<file path="src/rtl/dpba_pkg.sv">
package dpba_pkg;
  localparam int NPORTS = 2;
  localparam int LEFT   = 0;
  localparam int RIGHT  = 1;

  typedef enum logic [1:0] {
    OWN_NONE  = 2'd0,
    OWN_LEFT  = 2'd1,
    OWN_RIGHT = 2'd2
  } owner_e;
endpackage

</file>
<file path="src/rtl/dpba_port_track.sv">
module dpba_port_track #(
  parameter int ADDR_W = 15
) (
  input  logic              clk_i,
  input  logic              rst_ni,
  input  logic              en_ni,
  input  logic [ADDR_W-1:0] addr_i,
  output logic              active_o,
  output logic              fresh_o
);
  logic              seen_q;
  logic [ADDR_W-1:0] addr_q;
  logic              live_q;

  always_ff @(posedge clk_i or negedge rst_ni) begin
    if (!rst_ni) begin
      seen_q <= 1'b0;
      addr_q <= '0;
      live_q <= 1'b0;
    end else begin
      seen_q <= ~en_ni;
      addr_q <= addr_i;
      live_q <= 1'b1;
    end
  end

  assign active_o = ~en_ni;
  // select is new if it was idle last edge or moved to another location
  assign fresh_o  = active_o & (~seen_q | (addr_q != addr_i));

  assert_steady_not_fresh_R3: assert property (@(posedge clk_i) disable iff (!rst_ni)
    (live_q && !en_ni && !$past(en_ni) && addr_i == $past(addr_i)) |-> !fresh_o);
endmodule

</file>
<file path="src/rtl/dpba_arb_core.sv">
module dpba_arb_core
  import dpba_pkg::*;
#(
  parameter int ADDR_W = 15
) (
  input  logic              clk_i,
  input  logic              rst_ni,
  input  logic              l_act_i,
  input  logic              r_act_i,
  input  logic [ADDR_W-1:0] l_addr_i,
  input  logic [ADDR_W-1:0] r_addr_i,
  input  logic              l_fresh_i,
  input  logic              r_fresh_i,
  output logic              match_o,
  output logic              l_lose_o,
  output logic              r_lose_o
);
  owner_e owner_q, owner_d;
  logic   right_new_win;

  assign match_o       = l_act_i & r_act_i & (l_addr_i == r_addr_i);
  // right wins a fresh decision only when it was steady and left is new
  assign right_new_win = l_fresh_i & ~r_fresh_i;

  always_comb begin
    owner_d = owner_q;
    if (!match_o)                owner_d = OWN_NONE;
    else if (owner_q == OWN_NONE) owner_d = right_new_win ? OWN_RIGHT : OWN_LEFT;
  end

  always_ff @(posedge clk_i or negedge rst_ni) begin
    if (!rst_ni) owner_q <= OWN_NONE;
    else         owner_q <= owner_d;
  end

  assign l_lose_o = match_o & (owner_d == OWN_RIGHT);
  assign r_lose_o = match_o & (owner_d == OWN_LEFT);

  assert_one_loser_R4: assert property (@(posedge clk_i) disable iff (!rst_ni)
    !(l_lose_o && r_lose_o));
  assert_owner_kept_R9: assert property (@(posedge clk_i) disable iff (!rst_ni)
    (match_o && owner_q != OWN_NONE) |=> (!match_o || owner_q == $past(owner_q)));
endmodule

</file>
<file path="src/rtl/dpba_wr_gate.sv">
module dpba_wr_gate (
  input  logic wr_i,
  input  logic active_i,
  input  logic inhibit_i,
  output logic wr_o
);
  assign wr_o = wr_i & active_i & ~inhibit_i;
endmodule

</file>
<file path="src/rtl/dpba_top.sv">
module dpba_top
  import dpba_pkg::*;
#(
  parameter int ADDR_W = 15
) (
  input  logic              clk_i,
  input  logic              rst_ni,
  input  logic              master_i,
  input  logic              l_en_ni,
  input  logic [ADDR_W-1:0] l_addr_i,
  input  logic              l_wr_i,
  input  logic              l_busy_ni,
  input  logic              r_en_ni,
  input  logic [ADDR_W-1:0] r_addr_i,
  input  logic              r_wr_i,
  input  logic              r_busy_ni,
  output logic              l_busy_no,
  output logic              r_busy_no,
  output logic              l_wr_o,
  output logic              r_wr_o
);
  logic [NPORTS-1:0]             en_n, act, fresh, lose, inhibit, wr_in, wr_out, ext_busy_n;
  logic [NPORTS-1:0][ADDR_W-1:0] addr;
  logic                          match;
  logic                          live_q;

  assign en_n       = {r_en_ni, l_en_ni};
  assign addr       = {r_addr_i, l_addr_i};
  assign wr_in      = {r_wr_i, l_wr_i};
  assign ext_busy_n = {r_busy_ni, l_busy_ni};

  for (genvar p = 0; p < NPORTS; p++) begin : g_port
    dpba_port_track #(.ADDR_W(ADDR_W)) u_track (
      .clk_i   (clk_i),
      .rst_ni  (rst_ni),
      .en_ni   (en_n[p]),
      .addr_i  (addr[p]),
      .active_o(act[p]),
      .fresh_o (fresh[p])
    );

    // master uses its own decision, never the pin level
    assign inhibit[p] = master_i ? lose[p] : ~ext_busy_n[p];

    dpba_wr_gate u_gate (
      .wr_i     (wr_in[p]),
      .active_i (act[p]),
      .inhibit_i(inhibit[p]),
      .wr_o     (wr_out[p])
    );
  end

  dpba_arb_core #(.ADDR_W(ADDR_W)) u_core (
    .clk_i    (clk_i),
    .rst_ni   (rst_ni),
    .l_act_i  (act[LEFT]),
    .r_act_i  (act[RIGHT]),
    .l_addr_i (addr[LEFT]),
    .r_addr_i (addr[RIGHT]),
    .l_fresh_i(fresh[LEFT]),
    .r_fresh_i(fresh[RIGHT]),
    .match_o  (match),
    .l_lose_o (lose[LEFT]),
    .r_lose_o (lose[RIGHT])
  );

  assign l_busy_no = ~(master_i & lose[LEFT]);
  assign r_busy_no = ~(master_i & lose[RIGHT]);
  assign l_wr_o    = wr_out[LEFT];
  assign r_wr_o    = wr_out[RIGHT];

  always_ff @(posedge clk_i or negedge rst_ni) begin
    if (!rst_ni) live_q <= 1'b0;
    else         live_q <= 1'b1;
  end

  assert_idle_release_R2: assert property (@(posedge clk_i) disable iff (!rst_ni)
    (l_en_ni || r_en_ni || l_addr_i != r_addr_i) |-> (l_busy_no && r_busy_no));
  assert_never_both_busy_R4: assert property (@(posedge clk_i) disable iff (!rst_ni)
    !(!l_busy_no && !r_busy_no));
  assert_busy_blocks_write_R5: assert property (@(posedge clk_i) disable iff (!rst_ni)
    (master_i && (!l_busy_no || !r_busy_no)) |-> !((!l_busy_no && l_wr_o) || (!r_busy_no && r_wr_o)));
  assert_slave_inhibit_R6: assert property (@(posedge clk_i) disable iff (!rst_ni)
    !master_i |-> (l_busy_no && r_busy_no && !(!l_busy_ni && l_wr_o) && !(!r_busy_ni && r_wr_o)));
  assert_winner_held_R9: assert property (@(posedge clk_i) disable iff (!rst_ni)
    (live_q && master_i && match && $past(match)) |->
      (l_busy_no == $past(l_busy_no) && r_busy_no == $past(r_busy_no)));
  assert_no_replay_R10: assert property (@(posedge clk_i) disable iff (!rst_ni)
    !((l_wr_o && !l_wr_i) || (r_wr_o && !r_wr_i)));
  assert_write_needs_enable_R11: assert property (@(posedge clk_i) disable iff (!rst_ni)
    !((l_wr_o && l_en_ni) || (r_wr_o && r_en_ni)));
endmodule

</file>
<file path="config.mk">
export PLATFORM = sky130hd
export DESIGN_NAME = dpba_top
export DESIGN_NICKNAME = d
export VERILOG_FILES = /design/src/rtl/dpba_pkg.sv /design/src/rtl/dpba_port_track.sv /design/src/rtl/dpba_arb_core.sv /design/src/rtl/dpba_wr_gate.sv /design/src/rtl/dpba_top.sv
export SDC_FILE = /design/constraint.sdc
export NUM_CORES = 1
export LEC_CHECK = 0
export BUFFER_PORTS_ARGS = -buffer_cell sky130_fd_sc_hd__clkbuf_2
export CAP_MARGIN = 10
export CORE_MARGIN = 3
export CORE_UTILIZATION = 40
export CTS_CLUSTER_DIAMETER = 30
export DETAILED_ROUTE_END_ITERATION = 8
export SYNTH_ARGS = -nofsm -noshare
export SYNTH_HDL_FRONTEND = slang
export SYNTH_SLANG_ARGS = --single-unit
</file>
<file path="constraint.sdc">
create_clock -name clk_i -period 2.7 [get_ports clk_i]
set_input_delay 0.135 -clock clk_i [delete_from_list [all_inputs] [get_ports clk_i]]
set_output_delay 0.135 -clock clk_i [all_outputs]
set_load 0.01 [all_outputs]
</file>
==> summary.md <==
| Metric | Value |
|---|---|
| Longest Clk Path Bufs | 2 |
| CTS root buf | clkbuf_8 |
| Finished layout cell area | 0.001821 mm2 |
| Via count | ~950 |
| Post-route ant nets | 0 |
| Remaining global-route overflow | 0 |
| Die H | 66.55 um |
| Area of the multi-input gates | just over 600 um2 |
| Crit path from | g_port[1].u_track.addr_q[6] |
| Setup tns final | 0 ps |
| Area after DPL | 0.001734 mm2 |
| PwrDens | about 560 mW/mm2 |
| Fillers | 321 |
| Largest net degree at the start of global routing | 35 |
| Clk_lat worst skew | 270 ps |
| Sw Ratio | approximately a quarter |
| Setup CP Type | reg -> out |
| CORE AREA | 0.003442 mm2 |
| Clock skew | ~4.5 ps |
| Final setup viols | 0 |
| Clock Pin Slew Worst Setup and Hold Paths | ~60 ps |
| Fraction of layout cells with a size suffix above 1 | ~34% |
| Hold/Removal Path Class | in -> reg |
| Startpoint type of the worst setup path | flop |
| Worst EP required | 2570 ps |
| Synth cell types | 20 |
| P_sw | 236.7 uW |
| Final max-slew violation count | 0 |
| DR pass1 iterations | 4 |
| Fin crit share | 93.60% |
| Hold Startpoint | l_addr_i[6] |
| Synth Instances | ~110 |
| Synthesized Nets | between 100 and 150 |
| CP max stage cell | or4_4 |
| Routed length per placed instance | 13.97 um |
| R2R Setup Slk | roughly 650 ps |
| Tmin final | about 2500 ps |
| Ant diodes | 0 |
| Synth warn | 0 |
| Comb pwr share | 13.6% |
| Fmax | around 400 MHz |
| CTS tree | built |
| CTS Sinks | 34 |
| RSZ-0062 raised after global routing | no |
| Status | finished clean |
| Port Buffers | 42 |
| Final net count | a little under 200 |
| Synthesized cell area | between 0.001 and 0.0015 mm2 |
| Max cap viols | 0 |
| Crit path arrival time | ~2400 ps |
| P&R area growth vs syn | 24.15% |
| Fin. Hold Viols | 0 |
| # DRC | 0 |
| Nature of the critical path endpoint | output port |
| Initial Util | between 40% and 50% |
| # IOs | 43 |
| Syn avg cell area | 13.58 um2 |
| Core Rows | 21 |
| Slew HR | between 40 and 50% |
| Sequential-to-total area share from yosys stat | around 58% |
| Worst Tran Pin Value | 829.0 ps |
| Leakage power | ~0.77 nW |
| Commonest non-fill, non-tap cell in the layout | clkbuf_2 |
| First-pass GRT wire length | 4623 um |
| Die area | 0.004428 mm2 |
| Most frequent cells in the layout | clkbuf_2, xnor2_1, dfrtp_1 |
| CTS resizes | 0 |
| RePlAce Congestion | roughly 0.74 |
| CP max stage delay | around 560 ps |
| All-Layer GR Usage | 14.38% |
| FF-to-FF Start | g_port[1].u_track.addr_q[6] |
| Worst-path maximum fanout | 3 |
| Initial DRC Count | 21 |
| Sequential power share | between 50% and 60% |
| CTS Buf Count | 5 |
| Int Pwr | 780.1 uW |
| FF+latch count, synth | 34 |
| DRT Wirelength | roughly 2800 um |
| # H-tree levels | 2 |
| Post-DR vias/cell | 4.672 |
| Initial antenna violation count | 0 |
| Max VDD drop | 0.2808 mV |
| Clock Power Share | between 30% and 40% |
| Sequential cell area | around 850 um2 |
| Crit-path cells | xnor2_1, nand4_1, or4_4, a2111oi_4, nor2b_2, a31oi_1, clkbuf_2 |
| Vias in the first global route | roughly 1,000 |
| Post-DP HPWL | 2290 um |
| Die Wd | approximately 67 um |
final timing paths:
check / end / cells past startpoint
hold reg to reg: u_core.owner_q[1] / 1
setup / recovery: r_wr_o / 7
min in group asynchronous: g_port[0].u_track.addr_q[3] / 2
setup reg to reg: u_core.owner_q[0] / 6
hold / removal: g_port[0].u_track.addr_q[6] / 1
max in group asynchronous: g_port[1].u_track.addr_q[9] / 2
repair_timing:
item | CTS | global route
hold buffers | 1 | 0
setup buffers | 0 | 0
hold endpoints to repair | 34 | 0
cell usage after synthesis, drive strengths merged:
library cell  count  area (um2)
nor2              1       3.750
nor2b             2       15.02
a2111oi           1       27.53
nand4            11       68.82
xnor2            40       350.3
dfrtp            34       850.8
a31oi             1       6.260
nand3             1       5.000
inv               3       11.26
o2111a            1       11.26
or4               1       11.26
nor4              2       18.77
xor2              5       43.79
o21a              1       7.510
nor3              2       15.01
o211ai            2       20.02
metrics by stage:
stage	instances	power, mW	hold slack, ps	setup slack [ps]	util, %
after CTS	204	1.033	9.609	148.3	52.89
after detailed placement	196	0.6930	264.2	456.5	50.38
after global routing	204	1.066	10.19	19.34	52.89
final	204	1.017	16.71	172.7	52.89
after floorplan	108	0.6206	-160.6	654.1	-
after global placement	196	0.6908	260.4	488.6	50.38
critical path: cells and delay by family, from the launching register on:
family,cells,cell delay (ps)
buffers and inverters,1,160
AO/OA/AOI/OAI,2,620
flip-flops,1,370
AND/OR/NAND/NOR,3,780
XOR/XNOR,1,190
cell type report:
type | instances | area share (%)
timing repair buffer | 43 | 12.10
sequential | 34 | 46.74
multi-input combinational | 71 | 33.20
inverter | 3 | 0.6186
tap | 46 | 3.162
clock buffer | 7 | 4.192
layer usage:
metal  GRT usage, %  up-vias  wire, um
li1               -      464         -
met2          23.76       21      1452
met4          5.330        0        20
met1          18.11      465      1256
met5              0        -         0
met3          3.541        3       120
flip-flops by register name, indices dropped and copies added, names as in the netlist:
name / flops
u_core.owner_q: 2
g_port.u_track.seen_q: 2
g_port.u_track.addr_q: 30
power by group through the flow:
stage,logic (mW),registers [mW],clock network (mW)
2_1_floorplan,0.0683,0.552,0
3_3_place_gp,0.138,0.553,0
3_5_place_dp,0.139,0.553,0
4_1_cts,0.142,0.545,0.347
5_1_grt,0.155,0.546,0.365
6_report,0.139,0.544,0.334
cells by family after synthesis:
family | share of synthesized area [%]
XOR/XNOR | 26.88
flip-flops | 58.02
AND/OR/NAND/NOR | 9.386
AO/OA/AOI/OAI | 4.950
buffers and inverters | 0.7679
(Power assumes the default switching activity.)
